[src/rtl/ccd_seq_pkg.sv]
package ccd_seq_pkg;

    typedef enum logic [3:0] {
        ST_CLEAR = 4'd0,
        ST_SETUP = 4'd1,
        ST_MODE  = 4'd2,
        ST_WAIT  = 4'd3,
        ST_FLUSH = 4'd4,
        ST_INTEG = 4'd5,
        ST_VXFER = 4'd6,
        ST_HXFER = 4'd7,
        ST_LCHK  = 4'd8
    } seq_state_e;

    function automatic logic [15:0] to_gray(input logic [15:0] b);
        return b ^ (b >> 1);
    endfunction

endpackage

[src/rtl/ccd_acq_sync.sv]
module ccd_acq_sync #(
    parameter int STAGES = 2
) (
    input  logic clk_i,
    input  logic rst_ni,
    input  logic acq_ni,
    output logic fall_o
);
    logic [STAGES:0] chain_d, chain_q;

    always_comb begin
        chain_d = {chain_q[STAGES-1:0], acq_ni};
    end

    always_ff @(posedge clk_i or negedge rst_ni) begin
        if (!rst_ni) chain_q <= '1;
        else         chain_q <= chain_d;
    end

    assign fall_o = chain_q[STAGES] & ~chain_q[STAGES-1];

    a_r3_fall_single: assert property (@(posedge clk_i) disable iff (!rst_ni)
        fall_o |=> !fall_o);
endmodule

[src/rtl/ccd_geom_lut.sv]
module ccd_geom_lut #(
    parameter int GEO_W = 13,
    parameter int BIN_W = 4
) (
    input  logic [3:0]       sensor_i,
    input  logic [2:0]       bin_code_i,
    output logic [GEO_W-1:0] npix_o,
    output logic [GEO_W-1:0] nline_o,
    output logic [BIN_W-1:0] bin_o
);
    always_comb begin
        unique case (sensor_i)
            4'h0: begin npix_o = GEO_W'(100);  nline_o = GEO_W'(2);    end
            4'h1: begin npix_o = GEO_W'(1500); nline_o = GEO_W'(1200); end
            4'h2: begin npix_o = GEO_W'(10);   nline_o = GEO_W'(4);    end
            4'h3: begin npix_o = GEO_W'(1500); nline_o = GEO_W'(1200); end
            4'h4: begin npix_o = GEO_W'(2300); nline_o = GEO_W'(2150); end
            4'h5: begin npix_o = GEO_W'(1700); nline_o = GEO_W'(1100); end
            4'h6: begin npix_o = GEO_W'(3300); nline_o = GEO_W'(2150); end
            4'h7: begin npix_o = GEO_W'(1000); nline_o = GEO_W'(650);  end
            4'h8: begin npix_o = GEO_W'(2300); nline_o = GEO_W'(1600); end
            4'h9: begin npix_o = GEO_W'(1200); nline_o = GEO_W'(1150); end
            4'hA: begin npix_o = GEO_W'(700);  nline_o = GEO_W'(650);  end
            4'hB: begin npix_o = GEO_W'(4300); nline_o = GEO_W'(4200); end
            4'hC: begin npix_o = GEO_W'(2300); nline_o = GEO_W'(2200); end
            default: begin npix_o = GEO_W'(16); nline_o = GEO_W'(8);   end
        endcase
    end

    always_comb begin
        unique case (bin_code_i)
            3'd0:    bin_o = BIN_W'(10);
            3'd7:    bin_o = BIN_W'(8);
            default: bin_o = BIN_W'(bin_code_i);
        endcase
    end
endmodule

[src/rtl/ccd_pix_timer.sv]
module ccd_pix_timer #(
    parameter int PIX_CLKS   = 8,
    parameter int BIN_W      = 4,
    parameter int CLAMP_LEN  = 3,
    parameter int SAMPLE_LEN = 4,
    parameter int ADC_LEN    = 3
) (
    input  logic             clk_i,
    input  logic             rst_ni,
    input  logic             run_i,
    input  logic [BIN_W-1:0] bin_i,
    output logic             h1_o,
    output logic             h2_o,
    output logic             rg_o,
    output logic             clamp_o,
    output logic             sample_o,
    output logic             adc_o,
    output logic             pix_o
);
    localparam int PER_W = $clog2(PIX_CLKS * (2 ** BIN_W));
    localparam int SUB_W = (PIX_CLKS > 2) ? $clog2(PIX_CLKS) : 1;
    localparam int HALF  = PIX_CLKS / 2;

    logic [PER_W-1:0] period;
    logic [PER_W-1:0] ph_d, ph_q;
    logic [SUB_W-1:0] sub_d, sub_q;

    assign period = PER_W'(PIX_CLKS) * PER_W'(bin_i);

    always_comb begin
        ph_d  = '0;
        sub_d = '0;
        if (run_i) begin
            ph_d  = (ph_q == period - PER_W'(1)) ? '0 : ph_q + PER_W'(1);
            sub_d = (sub_q == SUB_W'(PIX_CLKS - 1)) ? '0 : sub_q + SUB_W'(1);
        end
    end

    always_ff @(posedge clk_i or negedge rst_ni) begin
        if (!rst_ni) begin
            ph_q  <= '0;
            sub_q <= '0;
        end else begin
            ph_q  <= ph_d;
            sub_q <= sub_d;
        end
    end

    assign rg_o     = run_i && (ph_q == '0);
    assign clamp_o  = run_i && (ph_q >= PER_W'(1)) && (ph_q <= PER_W'(CLAMP_LEN));
    assign sample_o = run_i && (ph_q >= period - PER_W'(SAMPLE_LEN));
    assign adc_o    = run_i && (ph_q >= period - PER_W'(ADC_LEN));
    assign pix_o    = run_i && (ph_q == period - PER_W'(1));
    assign h1_o     = run_i && (sub_q < SUB_W'(HALF));
    assign h2_o     = run_i && (sub_q >= SUB_W'(HALF));

    a_r2_reset_one_clk: assert property (@(posedge clk_i) disable iff (!rst_ni)
        rg_o |=> !rg_o);
    a_r2_clamp_after_reset: assert property (@(posedge clk_i) disable iff (!rst_ni)
        $rose(clamp_o) |-> $past(rg_o));
    a_r2_pix_in_sample: assert property (@(posedge clk_i) disable iff (!rst_ni)
        pix_o |-> (sample_o && adc_o));
endmodule

[src/rtl/ccd_gray_cnt.sv]
module ccd_gray_cnt #(
    parameter int W = 12
) (
    input  logic         clk_i,
    input  logic         rst_ni,
    input  logic         clr_i,
    input  logic         inc_i,
    output logic [W-1:0] gray_o
);
    logic [W-1:0] g_d, g_q;
    logic [W-1:0] bin_now;

    always_comb begin
        bin_now[W-1] = g_q[W-1];
        for (int i = W - 2; i >= 0; i--) begin
            bin_now[i] = bin_now[i+1] ^ g_q[i];
        end
    end

    always_comb begin
        g_d = g_q;
        if (clr_i)      g_d = '0;
        else if (inc_i) g_d = (bin_now + W'(1)) ^ ((bin_now + W'(1)) >> 1);
    end

    always_ff @(posedge clk_i or negedge rst_ni) begin
        if (!rst_ni) g_q <= '0;
        else         g_q <= g_d;
    end

    assign gray_o = g_q;

    a_r11_gray_one_bit: assert property (@(posedge clk_i) disable iff (!rst_ni)
        !clr_i |=> ($countones(g_q ^ $past(g_q)) <= 1));
endmodule

[src/rtl/ccd_readout_seq.sv]
module ccd_readout_seq
    import ccd_seq_pkg::*;
#(
    parameter int PIX_CLKS    = 8,
    parameter int VW_PIX      = 64,
    parameter int FLUSH_LINES = 4000,
    parameter int DATA_W      = 12,
    parameter int GEO_W       = 13,
    parameter int BIN_W       = 4
) (
    input  logic              clk_i,
    input  logic              rst_ni,
    input  logic              still_i,
    input  logic              acq_ni,
    input  logic [3:0]        sensor_i,
    input  logic [2:0]        bin_code_i,
    input  logic              int_done_i,
    input  logic              test_en_i,
    input  logic              test_sel_i,
    input  logic [DATA_W-1:0] adc_data_i,
    output logic              v1_o,
    output logic              v2_o,
    output logic              h1_o,
    output logic              h2_o,
    output logic              rg_o,
    output logic              clamp_o,
    output logic              sample_o,
    output logic              adc_clk_o,
    output logic              pix_o,
    output logic              line_o,
    output logic              frame_o,
    output logic              integrate_o,
    output logic              int_start_o,
    output logic [DATA_W-1:0] data_o
);
    localparam int VW_CLKS = VW_PIX * PIX_CLKS;
    localparam int SEG_W   = $clog2(VW_CLKS);
    localparam int FL_W    = $clog2(FLUSH_LINES + 1);
    localparam int SIDX_W  = BIN_W + 1;

    typedef struct packed {
        seq_state_e        st;
        logic [SEG_W-1:0]  seg_cnt;
        logic [SIDX_W-1:0] seg_idx;
        logic [FL_W-1:0]   flush_cnt;
        logic [GEO_W-1:0]  raw_px;
        logic [GEO_W-1:0]  raw_ln;
        logic [DATA_W-1:0] line_idx;
        logic              int_first;
        logic [3:0]        sensor;
        logic [2:0]        bcode;
    } seq_regs_t;

    seq_regs_t r_d, r_q;

    logic              acq_fall;
    logic [GEO_W-1:0]  npix, nline;
    logic [BIN_W-1:0]  bin;
    logic              hx_run, px_end;
    logic [DATA_W-1:0] gray_px;
    logic              seg_last;

    ccd_acq_sync #(.STAGES(2)) u_sync (
        .clk_i (clk_i), .rst_ni(rst_ni), .acq_ni(acq_ni), .fall_o(acq_fall)
    );

    ccd_geom_lut #(.GEO_W(GEO_W), .BIN_W(BIN_W)) u_geom (
        .sensor_i(r_q.sensor), .bin_code_i(r_q.bcode),
        .npix_o(npix), .nline_o(nline), .bin_o(bin)
    );

    assign hx_run = (r_q.st == ST_HXFER);

    ccd_pix_timer #(.PIX_CLKS(PIX_CLKS), .BIN_W(BIN_W)) u_pix (
        .clk_i(clk_i), .rst_ni(rst_ni), .run_i(hx_run), .bin_i(bin),
        .h1_o(h1_o), .h2_o(h2_o), .rg_o(rg_o), .clamp_o(clamp_o),
        .sample_o(sample_o), .adc_o(adc_clk_o), .pix_o(px_end)
    );

    ccd_gray_cnt #(.W(DATA_W)) u_gray (
        .clk_i(clk_i), .rst_ni(rst_ni), .clr_i(!hx_run), .inc_i(px_end),
        .gray_o(gray_px)
    );

    assign seg_last = (r_q.seg_cnt == SEG_W'(VW_CLKS - 1));

    always_comb begin
        r_d = r_q;
        unique case (r_q.st)
            ST_CLEAR: begin
                r_d    = '0;
                r_d.st = ST_SETUP;
            end
            ST_SETUP: begin
                r_d.seg_cnt   = '0;
                r_d.seg_idx   = '0;
                r_d.flush_cnt = '0;
                r_d.st        = ST_MODE;
            end
            ST_MODE: begin
                if (still_i) begin
                    r_d.st = ST_WAIT;
                end else begin
                    r_d.sensor    = sensor_i;
                    r_d.bcode     = bin_code_i;
                    r_d.int_first = 1'b1;
                    r_d.st        = ST_INTEG;
                end
            end
            ST_WAIT: begin
                if (acq_fall) begin
                    r_d.sensor    = sensor_i;
                    r_d.bcode     = bin_code_i;
                    r_d.seg_cnt   = '0;
                    r_d.seg_idx   = '0;
                    r_d.flush_cnt = '0;
                    r_d.st        = ST_FLUSH;
                end
            end
            ST_FLUSH: begin
                r_d.seg_cnt = r_q.seg_cnt + SEG_W'(1);
                if (seg_last) begin
                    r_d.seg_cnt = '0;
                    if (r_q.seg_idx[0]) begin
                        r_d.seg_idx = '0;
                        if (r_q.flush_cnt == FL_W'(FLUSH_LINES - 1)) begin
                            r_d.int_first = 1'b1;
                            r_d.st        = ST_INTEG;
                        end else begin
                            r_d.flush_cnt = r_q.flush_cnt + FL_W'(1);
                        end
                    end else begin
                        r_d.seg_idx = SIDX_W'(1);
                    end
                end
            end
            ST_INTEG: begin
                r_d.int_first = 1'b0;
                r_d.raw_ln    = '0;
                r_d.line_idx  = '0;
                r_d.seg_cnt   = '0;
                r_d.seg_idx   = '0;
                if (!r_q.int_first && int_done_i) r_d.st = ST_VXFER;
            end
            ST_VXFER: begin
                r_d.seg_cnt = r_q.seg_cnt + SEG_W'(1);
                if (seg_last) begin
                    r_d.seg_cnt = '0;
                    if (r_q.seg_idx == {bin, 1'b0}) begin
                        r_d.seg_idx = '0;
                        r_d.raw_px  = '0;
                        r_d.st      = ST_HXFER;
                    end else begin
                        r_d.seg_idx = r_q.seg_idx + SIDX_W'(1);
                    end
                end
            end
            ST_HXFER: begin
                if (px_end) begin
                    r_d.raw_px = r_q.raw_px + GEO_W'(bin);
                    if (r_q.raw_px + GEO_W'(bin) >= npix) r_d.st = ST_LCHK;
                end
            end
            ST_LCHK: begin
                r_d.line_idx = r_q.line_idx + DATA_W'(1);
                r_d.raw_ln   = r_q.raw_ln + GEO_W'(bin);
                if (r_q.raw_ln + GEO_W'(bin) >= nline) r_d.st = ST_MODE;
                else                                    r_d.st = ST_VXFER;
            end
            default: r_d.st = ST_CLEAR;
        endcase
    end

    always_ff @(posedge clk_i or negedge rst_ni) begin
        if (!rst_ni) r_q <= '0;
        else         r_q <= r_d;
    end

    logic v_active;
    assign v_active    = (r_q.st == ST_FLUSH) || (r_q.st == ST_VXFER);
    assign v1_o        = v_active && !r_q.seg_idx[0];
    assign v2_o        = v_active &&  r_q.seg_idx[0];
    assign pix_o       = px_end;
    assign line_o      = hx_run;
    assign frame_o     = (r_q.st == ST_VXFER) || (r_q.st == ST_HXFER) || (r_q.st == ST_LCHK);
    assign integrate_o = (r_q.st == ST_INTEG);
    assign int_start_o = integrate_o && r_q.int_first;
    assign data_o      = !test_en_i ? adc_data_i : (test_sel_i ? gray_px : r_q.line_idx);

    a_r5_start_inside_integ: assert property (@(posedge clk_i) disable iff (!rst_ni)
        int_start_o |-> integrate_o);
    a_r5_rise_gives_start: assert property (@(posedge clk_i) disable iff (!rst_ni)
        $rose(integrate_o) |-> int_start_o);
    a_r6_phase_exclusive: assert property (@(posedge clk_i) disable iff (!rst_ni)
        !(v1_o && v2_o));
    a_r9_line_in_frame: assert property (@(posedge clk_i) disable iff (!rst_ni)
        line_o |-> frame_o);
    a_r2_h_complement: assert property (@(posedge clk_i) disable iff (!rst_ni)
        line_o |-> (h1_o ^ h2_o));
    a_r3_flush_from_wait: assert property (@(posedge clk_i) disable iff (!rst_ni)
        ((r_q.st == ST_FLUSH) && ($past(r_q.st) != ST_FLUSH)) |-> ($past(r_q.st) == ST_WAIT));
    a_r4_flush_bound: assert property (@(posedge clk_i) disable iff (!rst_ni)
        r_q.flush_cnt < FL_W'(FLUSH_LINES));
endmodule

[config.mk]
export PLATFORM = sky130hd
export DESIGN_NAME = ccd_readout_seq
export DESIGN_NICKNAME = d
export VERILOG_FILES = /design/src/rtl/ccd_seq_pkg.sv /design/src/rtl/ccd_acq_sync.sv /design/src/rtl/ccd_geom_lut.sv /design/src/rtl/ccd_pix_timer.sv /design/src/rtl/ccd_gray_cnt.sv /design/src/rtl/ccd_readout_seq.sv
export SDC_FILE = /design/constraint.sdc
export NUM_CORES = 1
export LEC_CHECK = 0
export ABC_AREA = 1
export ABC_CLOCK_PERIOD_IN_PS = 4300
export BUFFER_PORTS_ARGS = -buffer_cell sky130_fd_sc_hd__buf_2
export CAP_MARGIN = 20
export CORE_ASPECT_RATIO = 0.5
export CORE_MARGIN = 2
export CORE_UTILIZATION = 50
export CTS_BUF_LIST = sky130_fd_sc_hd__clkbuf_8 sky130_fd_sc_hd__clkbuf_16
export CTS_CLUSTER_SIZE = 40
export DETAILED_ROUTE_END_ITERATION = 16
export GPL_TIMING_DRIVEN = 0
export PLACE_DENSITY = 0.79
export SYNTH_ARGS = -nofsm -noshare
export SYNTH_HDL_FRONTEND = slang
export SYNTH_HIERARCHICAL = 1
export SYNTH_SLANG_ARGS = --single-unit
[constraint.sdc]
create_clock -name clk_i -period 4.3 [get_ports clk_i]
set_clock_uncertainty 0.05 [all_clocks]
set_input_delay 0.215 -clock clk_i [delete_from_list [all_inputs] [get_ports clk_i]]
set_output_delay 0.215 -clock clk_i [all_outputs]
set_load 0.005 [all_outputs]
==> summary.txt <==
Placed design
  • DP Wirelength: between 10000 and 15000 um
  • Area after DPL: around 0.009 mm2
  • Pre-CTS WS: -0.329 ns
  • Placed cells: between 1000 and 1500
  • IO buf count: 50
  • RD Place Congestion: 0.905

Critical path
  • CP peak stage delay: between 0.4 and 0.5 ns
  • Reg2Reg Setup Slack: -0.09 ns
  • Reg2reg start: u_gray/gray_o[10]
  • Critical Path Slowest Stage Cell: dfrtp_2
  • Crit Path Max Fanout: 4
  • End of the worst register-to-register path: u_gray/gray_o[7]
  • Critical path class: flop to flop
  • Worst EP arrival: 4.64 ns
  • Crit start category: flop
  • R2R depth: 30
  • Critical Path End Type: flop
  • WP data required: around 4.6 ns
  • Cell mode on critical path: ha_4

Hold path
  • Worst Hold Launch: bin_code_i[1]
  • Hold depth: 3
  • Hold Path Sink: r_q[1]
  • Worst Hold Class: input port to flop

Power
  • Seq pwr share: around a quarter
  • Net Sw Frac: 47.7%
  • Total power: between 4 and 5 mW
  • Clock power frac: between 10% and 20%
  • Pint: approximately 2.4 mW
  • Cell Pwr Density: around 500 mW/mm2
  • Comb power frac: ~58%
  • Lkg Pwr: 4.69 nW
  • Sw Pwr: 2.22 mW
  • Maximum vdd drop: 306 uV

Clocking
  • TritonCTS clock tree: done
  • H-tree depth: 3
  • Num CTS Buffers: 9
  • Clk_lat worst skew: 0.36 ns
  • Clk buf depth: 2
  • Clk slew on worst S/H paths: 0.08 ns
  • Root buf cell: clkbuf_16
  • Clock sink count: roughly 100

Route
  • Vias per cell: 5.31
  • Router iterations before antenna repair: 5
  • Antenna-violating nets left: 0
  • Drt total wl: between 15000 and 20000 um
  • Initial DRC count: 410
  • Routed WL per cell: between 10 and 15 um
  • Via count: 7813
  • DR DRC count: 0

GRT
  • First-pass GRT wire length: 33800 um
  • Total gr overflow: 0
  • Gr usage total: between 20 and 25%
  • Antenna violations before repair: 0
  • Largest net degree at the start of global routing: 72
  • Vias in the first global route: 7578

STA
  • Number of setup violations in the final report: 9
  • RSZ-0062 raised after global routing: yes
  • Crit share post-route: 102%
  • Final Max Tran Viols: 0
  • Fin crit period: between 4 and 5 ns
  • Worst Tran Pin Value: a little over 0.7 ns
  • Hold Fails Final Rpt: 0
  • Fmax: 0.228 GHz
  • Final hold slack: around 0.087 ns
  • Setup TNS: -0.397 ns
  • Setup ws final: -0.0872 ns
  • Max_slew headroom: around half

Run
  • Max-cap viol count: 0

Final layout
  • # nets final: 1361
  • Share of cells above drive strength 1: between 10% and 20%
  • Most common cell after layout, fill and taps aside: nand2_1
  • Final core occ: around 60%
  • Area delta synth->final: 15.8%
  • Final std cells w/o fill: 1472
  • Most frequent cells in the layout: 330 x nand2_1, 155 x inv_1, 96 x dfrtp_1, 88 x nor2_1, 87 x nand3_1
  • Fill count: 1369
  • Final instance area: 0.00938 mm2
  • Ant diodes: 0

Synth
  • Async SR Flop Fraction: 100%
  • Prevailing post-synth register cell: dfrtp_1
  • Synth Register Bits: 101
  • Mapped Cells: between 1000 and 1500
  • Number of synthesized flops with an enable pin: 0
  • Synth Cell Area: 0.00810 mm2
  • Area share of the leading cell type in the synthesized netlist: 30.3%
  • Warnings, synthesis: 6
  • Mapped Avg Cell Area: a little under 7 um2
  • Top cells by area, synth: dfrtp_1 30%, nand2_1 16%, ha_1 11%
  • Sequential area share after synthesis: 31.3%
  • Synth unique cells: 46
  • Cell taking the most area after synthesis: dfrtp_1

Die
  • Initial core utilization: about half
  • Std cell rows: 32
  • Die width: 184 um
  • Ports: slightly above 50
  • Die Height: 94.0 um
  • DIE AREA: 0.0173 mm2
  • Core Footprint: between 0.015 and 0.02 mm2

Status
  • Outcome: finished with violations
  • Failing checks: negative setup slack
## cell usage after synthesis (2+ instances only)
master and count:
a31oi_1 11, nor3b_1 2, inv_1 164, nand4_1 23
ha_1 70, fa_1 2, nand2_2 17, xor2_1 25
buf_4 6, nand3_2 2, nor3_1 11, o22ai_1 11
a22o_1 3, and2_1 3, nand3_1 91, o21a_1 3
dfstp_2 3, dfrtp_1 98, o31ai_1 2, a21oi_1 39
xnor2_1 7, buf_6 8, o21ai_2 2, nand2_1 338
clkbuf_1 7, nand3b_1 2, o21ai_0 59, o21ai_1 26
buf_2 6, nor2_1 89, nor2_2 16, inv_2 15
## area by class of cell
| class | count | area, um2 | share of cell area [%] |
|---|---|---|---|
| sequential | 101 | 2530 | 27.0 |
| buffer | 27 | 191 | 2.04 |
| multi-input combinational | 869 | 4930 | 52.6 |
| inverter | 180 | 703 | 7.50 |
| timing repair buffer | 75 | 467 | 4.98 |
| clock buffer | 9 | 225 | 2.40 |
| tap | 204 | 255 | 2.72 |
| clock inverter | 7 | 67.6 | 0.721 |
## registers in the layout, indices dropped and copies added (netlist names)
| register | count |
|---|---|
| u_pix/ph_q | 7 |
| u_sync/chain_q | 3 |
| r_q | 76 |
| u_gray/gray_o | 12 |
| u_pix/sub_q | 3 |
## power groups by stage
stage,sequential [mW],clock [mW],combinational [mW]
after floorplan,1.11,0,2.07
after detailed placement,1.13,0,2.67
after CTS,1.11,0.853,2.70
after global placement,1.13,0,2.59
after global routing,1.13,0.889,3.12
final,1.12,0.837,2.71
## worst max path at each step
stage / cells after the start / slack [ns] / end / start
floorplan: 31 / 0.0008 / u_gray/gray_o[6] / u_gray/gray_o[11]
global placement: 31 / -0.24 / u_gray/gray_o[6] / u_gray/gray_o[11]
global route: 29 / -0.24 / u_gray/gray_o[4] / u_gray/gray_o[10]
detailed placement: 31 / -0.33 / u_gray/gray_o[6] / u_gray/gray_o[11]
finish: 30 / -0.09 / u_gray/gray_o[7] / u_gray/gray_o[10]
CTS: 31 / -0.03 / u_gray/gray_o[6] / u_gray/gray_o[10]
## worst max-delay path, delay by kind of cell (launching register included)
kind                     cells  cell delay [ns]
adder cells (fa/ha/maj)     10             2.66
buffers and inverters       11             0.48
flip-flops                   1             0.44
AND/OR/NAND/NOR              9             0.70
## logic make-up after synthesis
kind of cell	after synthesis	share of synthesized area, %
flops	101	31.3
buf+inv	207	10.7
other cells	1	0.0463
simple gates	599	32.0
fa+ha+maj	72	11.3
compound gates	162	11.0
xor+xnor	33	3.66
## repair_timing
action	CTS	global route
endpoints found under the setup margin	10	10
pin swaps	20	19
endpoints found under the hold margin	31	0
hold buffers	2	0
gates resized for setup	19	20
setup buffers	15	6
## layer usage
metal / vias up / GRT usage (%) / routed length, um
li1: 3949 / - / -
met5: - / 0 / 0
met3: 29 / 4.34 / 966
met2: 189 / 42.4 / 9570
met1: 3646 / 30.7 / 9130
met4: 0 / 6.07 / 288
Note: power is estimated with default switching activity, not from simulation.
